## config.mk

```make
export PLATFORM = sky130hd
export DESIGN_NAME = frac_clk_swallow
export DESIGN_NICKNAME = d
export VERILOG_FILES = /design/src/rtl/fcs_pkg.sv /design/src/rtl/fcs_regs.sv /design/src/rtl/fcs_frame.sv /design/src/rtl/fcs_accum.sv /design/src/rtl/frac_clk_swallow.sv
export SDC_FILE = /design/constraint.sdc
export NUM_CORES = 1
export LEC_CHECK = 0
export BUFFER_PORTS_ARGS = -buffer_cell sky130_fd_sc_hd__clkbuf_2
export CORE_MARGIN = 1
export CORE_UTILIZATION = 39
export CTS_CLUSTER_DIAMETER = 50
export DETAILED_ROUTE_END_ITERATION = 7
export PLACE_DENSITY_LB_ADDON = 0.25
export SLEW_MARGIN = 15
export SYNTH_ARGS = -nofsm -noshare
export SYNTH_HDL_FRONTEND = slang
export SYNTH_SLANG_ARGS = --single-unit
```

## constraint.sdc

```tcl
create_clock -name clk -period 1.7 [get_ports clk]
set_input_delay 0.085 -clock clk [delete_from_list [all_inputs] [get_ports clk]]
set_output_delay 0.085 -clock clk [all_outputs]
set_load 0.02 [all_outputs]
```

## src/rtl/fcs_pkg.sv

```systemverilog
package fcs_pkg;
    parameter int unsigned FCS_DATA_W    = 32;
    parameter int unsigned FCS_ADDR_W    = 4;
    parameter int unsigned FCS_FRAME_BITS = 5;
    parameter int unsigned FCS_CODE_LSB  = 8;
    parameter int unsigned FCS_APPLY_BIT = 31;
    parameter logic [FCS_ADDR_W-1:0] FCS_CMD_ADDR  = 4'd0;
    parameter logic [FCS_ADDR_W-1:0] FCS_RATE_ADDR = 4'd1;
endpackage

```

## src/rtl/fcs_regs.sv

```systemverilog
module fcs_regs
    import fcs_pkg::*;
#(
    parameter int unsigned DATA_W     = FCS_DATA_W,
    parameter int unsigned ADDR_W     = FCS_ADDR_W,
    parameter int unsigned CODE_W     = FCS_FRAME_BITS,
    parameter int unsigned CODE_LSB   = FCS_CODE_LSB,
    parameter int unsigned APPLY_BIT  = FCS_APPLY_BIT,
    parameter logic [ADDR_W-1:0] CMD_ADDR  = FCS_CMD_ADDR,
    parameter logic [ADDR_W-1:0] RATE_ADDR = FCS_RATE_ADDR
) (
    input  logic              clk,
    input  logic              rst_n,
    input  logic              wr,
    input  logic [ADDR_W-1:0] addr,
    input  logic [DATA_W-1:0] wdata,
    input  logic              applied,
    output logic [DATA_W-1:0] rdata,
    output logic [CODE_W-1:0] pend,
    output logic              busy
);
    typedef struct packed {
        logic [CODE_W-1:0] pend;
        logic              busy;
    } regs_t;

    regs_t st_d, st_q;

    always_comb begin
        st_d = st_q;
        if (applied) begin
            st_d.busy = 1'b0;
        end
        if (wr && !st_q.busy) begin
            if (addr == RATE_ADDR) begin
                st_d.pend = wdata[CODE_LSB +: CODE_W];
            end
            if (addr == CMD_ADDR && wdata[APPLY_BIT]) begin
                st_d.busy = 1'b1;
            end
        end
    end

    always_ff @(posedge clk or negedge rst_n) begin
        if (!rst_n) begin
            st_q <= '0;
        end else begin
            st_q <= st_d;
        end
    end

    always_comb begin
        rdata = '0;
        if (addr == RATE_ADDR) begin
            rdata[CODE_LSB +: CODE_W] = st_q.pend;
        end else if (addr == CMD_ADDR) begin
            rdata[APPLY_BIT] = st_q.busy;
        end
    end

    logic unused_wdata;
    assign unused_wdata = ^wdata;

    assign pend = st_q.pend;
    assign busy = st_q.busy;
endmodule

```

## src/rtl/fcs_frame.sv

```systemverilog
module fcs_frame
    import fcs_pkg::*;
#(
    parameter int unsigned FRAME_BITS = FCS_FRAME_BITS
) (
    input  logic                  clk,
    input  logic                  rst_n,
    input  logic                  busy,
    input  logic [FRAME_BITS-1:0] pend,
    output logic [FRAME_BITS-1:0] active,
    output logic                  applied
);
    localparam logic [FRAME_BITS-1:0] LAST = '1;

    typedef struct packed {
        logic [FRAME_BITS-1:0] cnt;
        logic [FRAME_BITS-1:0] active;
        logic                  applied;
    } frame_t;

    frame_t st_d, st_q;

    always_comb begin
        st_d         = st_q;
        st_d.cnt     = st_q.cnt + 1'b1;
        st_d.applied = 1'b0;
        if (st_q.cnt == LAST && busy && !st_q.applied) begin
            st_d.active  = pend;
            st_d.applied = 1'b1;
        end
    end

    always_ff @(posedge clk or negedge rst_n) begin
        if (!rst_n) begin
            st_q <= '0;
        end else begin
            st_q <= st_d;
        end
    end

    assign active  = st_q.active;
    assign applied = st_q.applied;
endmodule

```

## src/rtl/fcs_accum.sv

```systemverilog
module fcs_accum
    import fcs_pkg::*;
#(
    parameter int unsigned FRAME_BITS = FCS_FRAME_BITS
) (
    input  logic                  clk,
    input  logic                  rst_n,
    input  logic [FRAME_BITS-1:0] active,
    output logic                  en
);
    localparam int unsigned SUM_W = FRAME_BITS + 1;
    localparam logic [SUM_W-1:0] FRAME = SUM_W'(1) << FRAME_BITS;

    typedef struct packed {
        logic [FRAME_BITS-1:0] acc;
        logic                  en;
    } acc_t;

    acc_t st_d, st_q;
    logic [SUM_W-1:0] mult;
    logic [SUM_W-1:0] sum;

    always_comb begin
        mult    = FRAME - {1'b0, active};
        sum     = {1'b0, st_q.acc} + mult;
        st_d.acc = sum[FRAME_BITS-1:0];
        st_d.en  = sum[FRAME_BITS];
    end

    always_ff @(posedge clk or negedge rst_n) begin
        if (!rst_n) begin
            st_q <= '0;
        end else begin
            st_q <= st_d;
        end
    end

    assign en = st_q.en;
endmodule

```

## src/rtl/frac_clk_swallow.sv

```systemverilog
module frac_clk_swallow
    import fcs_pkg::*;
#(
    parameter int unsigned DATA_W     = FCS_DATA_W,
    parameter int unsigned ADDR_W     = FCS_ADDR_W,
    parameter int unsigned FRAME_BITS = FCS_FRAME_BITS
) (
    input  logic              clk,
    input  logic              rst_n,
    input  logic              reg_wr,
    input  logic [ADDR_W-1:0] reg_addr,
    input  logic [DATA_W-1:0] reg_wdata,
    output logic [DATA_W-1:0] reg_rdata,
    output logic              clk_en
);
    logic [FRAME_BITS-1:0] pend_code;
    logic [FRAME_BITS-1:0] act_code;
    logic                  busy;
    logic                  applied;

    fcs_regs #(
        .DATA_W(DATA_W), .ADDR_W(ADDR_W), .CODE_W(FRAME_BITS)
    ) u_regs (
        .clk(clk), .rst_n(rst_n), .wr(reg_wr), .addr(reg_addr),
        .wdata(reg_wdata), .applied(applied), .rdata(reg_rdata),
        .pend(pend_code), .busy(busy)
    );

    fcs_frame #(.FRAME_BITS(FRAME_BITS)) u_frame (
        .clk(clk), .rst_n(rst_n), .busy(busy), .pend(pend_code),
        .active(act_code), .applied(applied)
    );

    fcs_accum #(.FRAME_BITS(FRAME_BITS)) u_accum (
        .clk(clk), .rst_n(rst_n), .active(act_code), .en(clk_en)
    );
endmodule

```

# Word level (Yosys, flattened, before mapping)
# Cells that the tools add are included.
[op_classes]
add_sub_neg = 3
eq_ne = 2
n_reduce_logical = 8
n_mux = 7
[ops]
columns = ["operator", "n"]
rows = [
  ["5-bit by 6-bit adder with 6-bit output", 1],
  ["1-bit two-way mux", 6],
  ["6-bit by 5-bit subtractor with 6-bit output (first input constant)", 1],
  ["5-bit by 1-bit adder with 5-bit output (second input constant)", 1],
  ["5-bit == test (second input constant)", 1],
  ["5-bit two-way mux", 1],
  ["4-bit by 1-bit == test with 1-bit output (second input constant)", 1],
  ["1-bit logical AND", 4],
  ["4-bit zero test", 1],
  ["1-bit zero test", 2],
  ["2-bit AND reduction", 1],
]
[totals]
register_bits = 23
output_inout_bits = 33

# Longest topological paths before layout
[logic_depth]
word_depth = 4
ltp_mapped = 7

# By module
# A second synthesis with hierarchy kept.
[hier_totals]
cells_unflattened = 114
hier_area_um2 = 1325.0
[by_module_without_submodules]
columns = ["module", "n_inst", "area_per_inst_um2", "cells_each", "seq_area_each_um2"]
rows = [
  ["fcs_regs", 1, 500.5, 49, 150.1],
  ["fcs_frame", 1, 469.2, 30, 275.3],
  ["fcs_accum", 1, 355.3, 35, 150.1],
]

# Worst setup path before layout
# OpenSTA, ideal clock, no wires.
[synth_path]
kind = "register to register"
startpoint = "reg u_frame.st_q[6] (netlist name)"
endpoint = "reg u_frame.st_q, in the netlist u_frame.active[0]"
stages_incl_launch_ff = 6
n_path_buf = 0
required_time_ps = 1575
arrival_ps = 1458
setup_slack_ps = 117
synth_period_minus_slack_ps = 1583
path_cell_list = "dfrtp_1 -> ha_1 -> and3_1 -> ha_1 -> nand3b_1 -> mux2_2"
[synth_between]
elab_chain_cells = 3
[synth_lines]
columns = ["item", "line_no", "text"]
rows = [
  ["start, declared", "fcs_frame.sv:21", "frame_t st_d, st_q;"],
  ["start signal, assigned", "fcs_frame.sv:37", "st_q <= st_d;"],
  ["5-bit == test", "fcs_frame.sv:27", "if (st_q.cnt == LAST && busy && !st_q.applied) begin"],
  ["1-bit logical AND (2 in a row)", "fcs_frame.sv:27", ""],
]
# No other way between the ends.
# A chain may end at the register's enable or synchronous reset.

# Worst setup path in the final report
[layout_path]
startpoint = "reg u_frame.st_q[6] (netlist name)"
endpoint = "reg u_frame.st_q, in the netlist u_frame.active[4]"
# Same word-level chain as after synthesis.

==> run summary <==
Status: finished, final reports clean
Yosys reg bits: 23
Cts bufs inserted: 3
Clock latency on the worst-skew pair: 0.31 ns
Cell taking the most area after synthesis: dfrtp_1
Clock buffer depth: 2
# clock sinks: 23
Setup crit start kind: flop
Setup crit start: u_frame.st_q[6]
Post-route antenna net violation count: 0
R2R setup slack: 0.05 ns
Cell area after synthesis: 1240 sq um
Largest family of logic cells by synthesized area: buffers and inverters
Worst R2R Path Depth: 6
Sequential area share after synthesis: 0.463
Vias per inst: 4.02
Xor/xnor share of the synthesized area: 0.0352
Die area: 3420 sq um
Pwr/cell area: 1070 nW/um^2
H-tree depth: 1
Place WS: 0.00339 ns
HP Class: input pin to flop
Max_slew headroom: 0.622
Yosys Warn Count: 0
Cts repair resizes: 0
Final WS setup: 0.0500 ns
Fin. max-slew vios: 0
Synth Area in Simple Gates: 0.105
Pin count of the biggest net entering global routing: 24
Max Cap Viol: 0
RR Startpoint: u_frame.st_q[6]
Gpl congestion: 0.666
Share of layout cells above drive strength 1: 0.317
CTS tree: built
Gr ovfl total: 0
Drt pass-1 iters: 1
WL final: 1770 um
Critical path class: flop to flop
DR WL/cell: 9.50 um
First-pass GRT wire length: 2970 um
Required time worst endpoint: 1.91 ns
CP Capture Type: flop
Leakage: 0.755 nW
Crit-path max FO: 4
Critical R2R Capture: u_frame.active[4]
Slew @ Worst Pin: 0.567 ns
Compound-gate portion of the synthesized area: 0.0242
Commonest non-fill, non-tap cell in the layout: conb_1
Final hold vios: 0
DIE WIDTH: 58.4 um
Placeable Area: 3030 sq um
All-Layer GR Usage: 0.117
Rows: 20
Mux share of post-synthesis cell area: 0.0987
ANT cells: 0
Port bufs: 19
Synth top area cells: dfrtp_1, buf_4, mux2_2
Tcrit/Tclk final: 0.971
IO Pins: 72
Synth cell types: 25
Vias in the first global route: 727
Top-area cell type share of the netlist area: 0.463
Total design power: 1.54 mW
Net count, final: 190
Skew final: 0.00292 ns
Detailed placer's ending HPWL: 1310 um
Worst EP arrival: 1.86 ns
Worst Setup EP: u_frame.active[4]
Syn Inst Count: 106
Post-Synth Adder-Cell Area: 0.0866
Clock root cell: clkbuf_4
Die Y: 58.4 um
Routed vias: 747
Fin crit period: 1.65 ns
Drt initial violations: 0
P&R area growth vs syn: 16.2%
Max rail drop VDD: 0.000662 V
Final Setup Violations: 0
Commonest non-fill, non-tap cells in the layout: conb_1, dfrtp_1, clkbuf_2
Starting Density: 0.410
CTS clock-pin slew for the worst setup and hold paths: 0.13 ns
Achievable Freq: 606 MHz
Syn avg cell area: 11.7 sq um
Drt drc: 0
Initial antenna violation count: 0
==> cells by family (layout without fill, tap and decap cells) <==
logic type	after synthesis	after routing
xor+xnor	5	5
mux	11	11
other cells	1	26
simple gates	18	18
fa+ha+maj	8	8
flops	23	23
buf+inv	35	46
compound gates	5	5
==> cells in the mapped netlist <==
cell type / number
mux2_2: 10
nor4b_4: 1
nor2_1: 2
nand3b_1: 1
xor2_1: 2
ha_1: 7
or2_2: 2
o211ai_1: 1
inv_1: 9
o21ai_0: 1
dfrtp_1: 23
nand3_1: 2
a21o_1: 1
mux2i_1: 1
a21oi_1: 2
nor2b_1: 1
nor4_1: 1
nand3b_2: 1
and3_1: 1
buf_4: 26
and2_1: 5
fa_1: 1
xnor2_1: 3
conb_1: 1
and2_2: 1
==> cell type report <==
class | count | area, sq um
fill | 292 | 1580
sequential | 23 | 576
multi-input combinational | 73 | 532
timing repair buffer | 33 | 218
tap | 44 | 55.1
inverter | 9 | 33.8
clock buffer | 3 | 22.5
clock inverter | 1 | 7.51
==> worst min path at each step <==
stage                       from               to  slack (ns)  depth (start not counted)
after floorplan            rst_n       u_accum.en       -0.21                          0
after global placement     rst_n  u_accum.st_q[2]        0.11                          1
after detailed placement   rst_n  u_accum.st_q[2]        0.11                          1
after CTS                 reg_wr      u_regs.busy        0.01                          3
after global routing      reg_wr      u_regs.busy        0.01                          3
final                     reg_wr      u_regs.busy        0.02                          3
==> state kept, by name, summed over array words and instances (netlist names) <==
signal,cells
u_frame.applied,1
u_regs.pend,5
u_frame.st_q,5
u_accum.en,1
u_regs.busy,1
u_frame.active,5
u_accum.st_q,5
==> power breakdown <==
| part | total, mW | switching (mW) | internal, mW | leakage [nW] |
|---|---|---|---|---|
| combinational | 0.543 | 0.282 | 0.261 | 0.456 |
| clock | 0.259 | 0.169 | 0.0899 | 0.0139 |
| sequential | 0.742 | 0.0597 | 0.682 | 0.285 |
| total | 1.54 | 0.511 | 1.03 | 0.755 |
==> routing by layer <==
layer	global-route usage	vias up	routed length (um)
met1	0.131	358	748
li1	-	366	-
met2	0.209	21	922
met5	0	-	0
met4	0.0306	0	9
met3	0.0462	2	88
==> critical path: stages (launching register included) <==
cell      delay, ns
dfrtp_1        0.41
ha_1           0.21
and3_1         0.18
ha_1           0.17
nand3b_1       0.10
buf_4          0.14
mux2_2         0.32
==> per-stage QoR <==
step	utilization	std cells	hold slack (ns)	TNS, ns	area, sq um
after CTS	0.474	185	0.0100	0	1440
after global placement	0.434	171	0.105	0	1310
after floorplan	-	131	-0.211	0	1340
after global routing	0.477	186	0.0140	-0.000841	1440
after detailed placement	0.434	171	0.107	0	1310
final	0.477	186	0.0195	0	1440
==> repair_timing <==
item,in CTS,in global routing
hold buffers,7,0
setup buffers,3,1
endpoints found under the hold margin,29,0
pin swaps,0,0
setup endpoints to repair,5,2
Power figures use the tool's default switching activity.
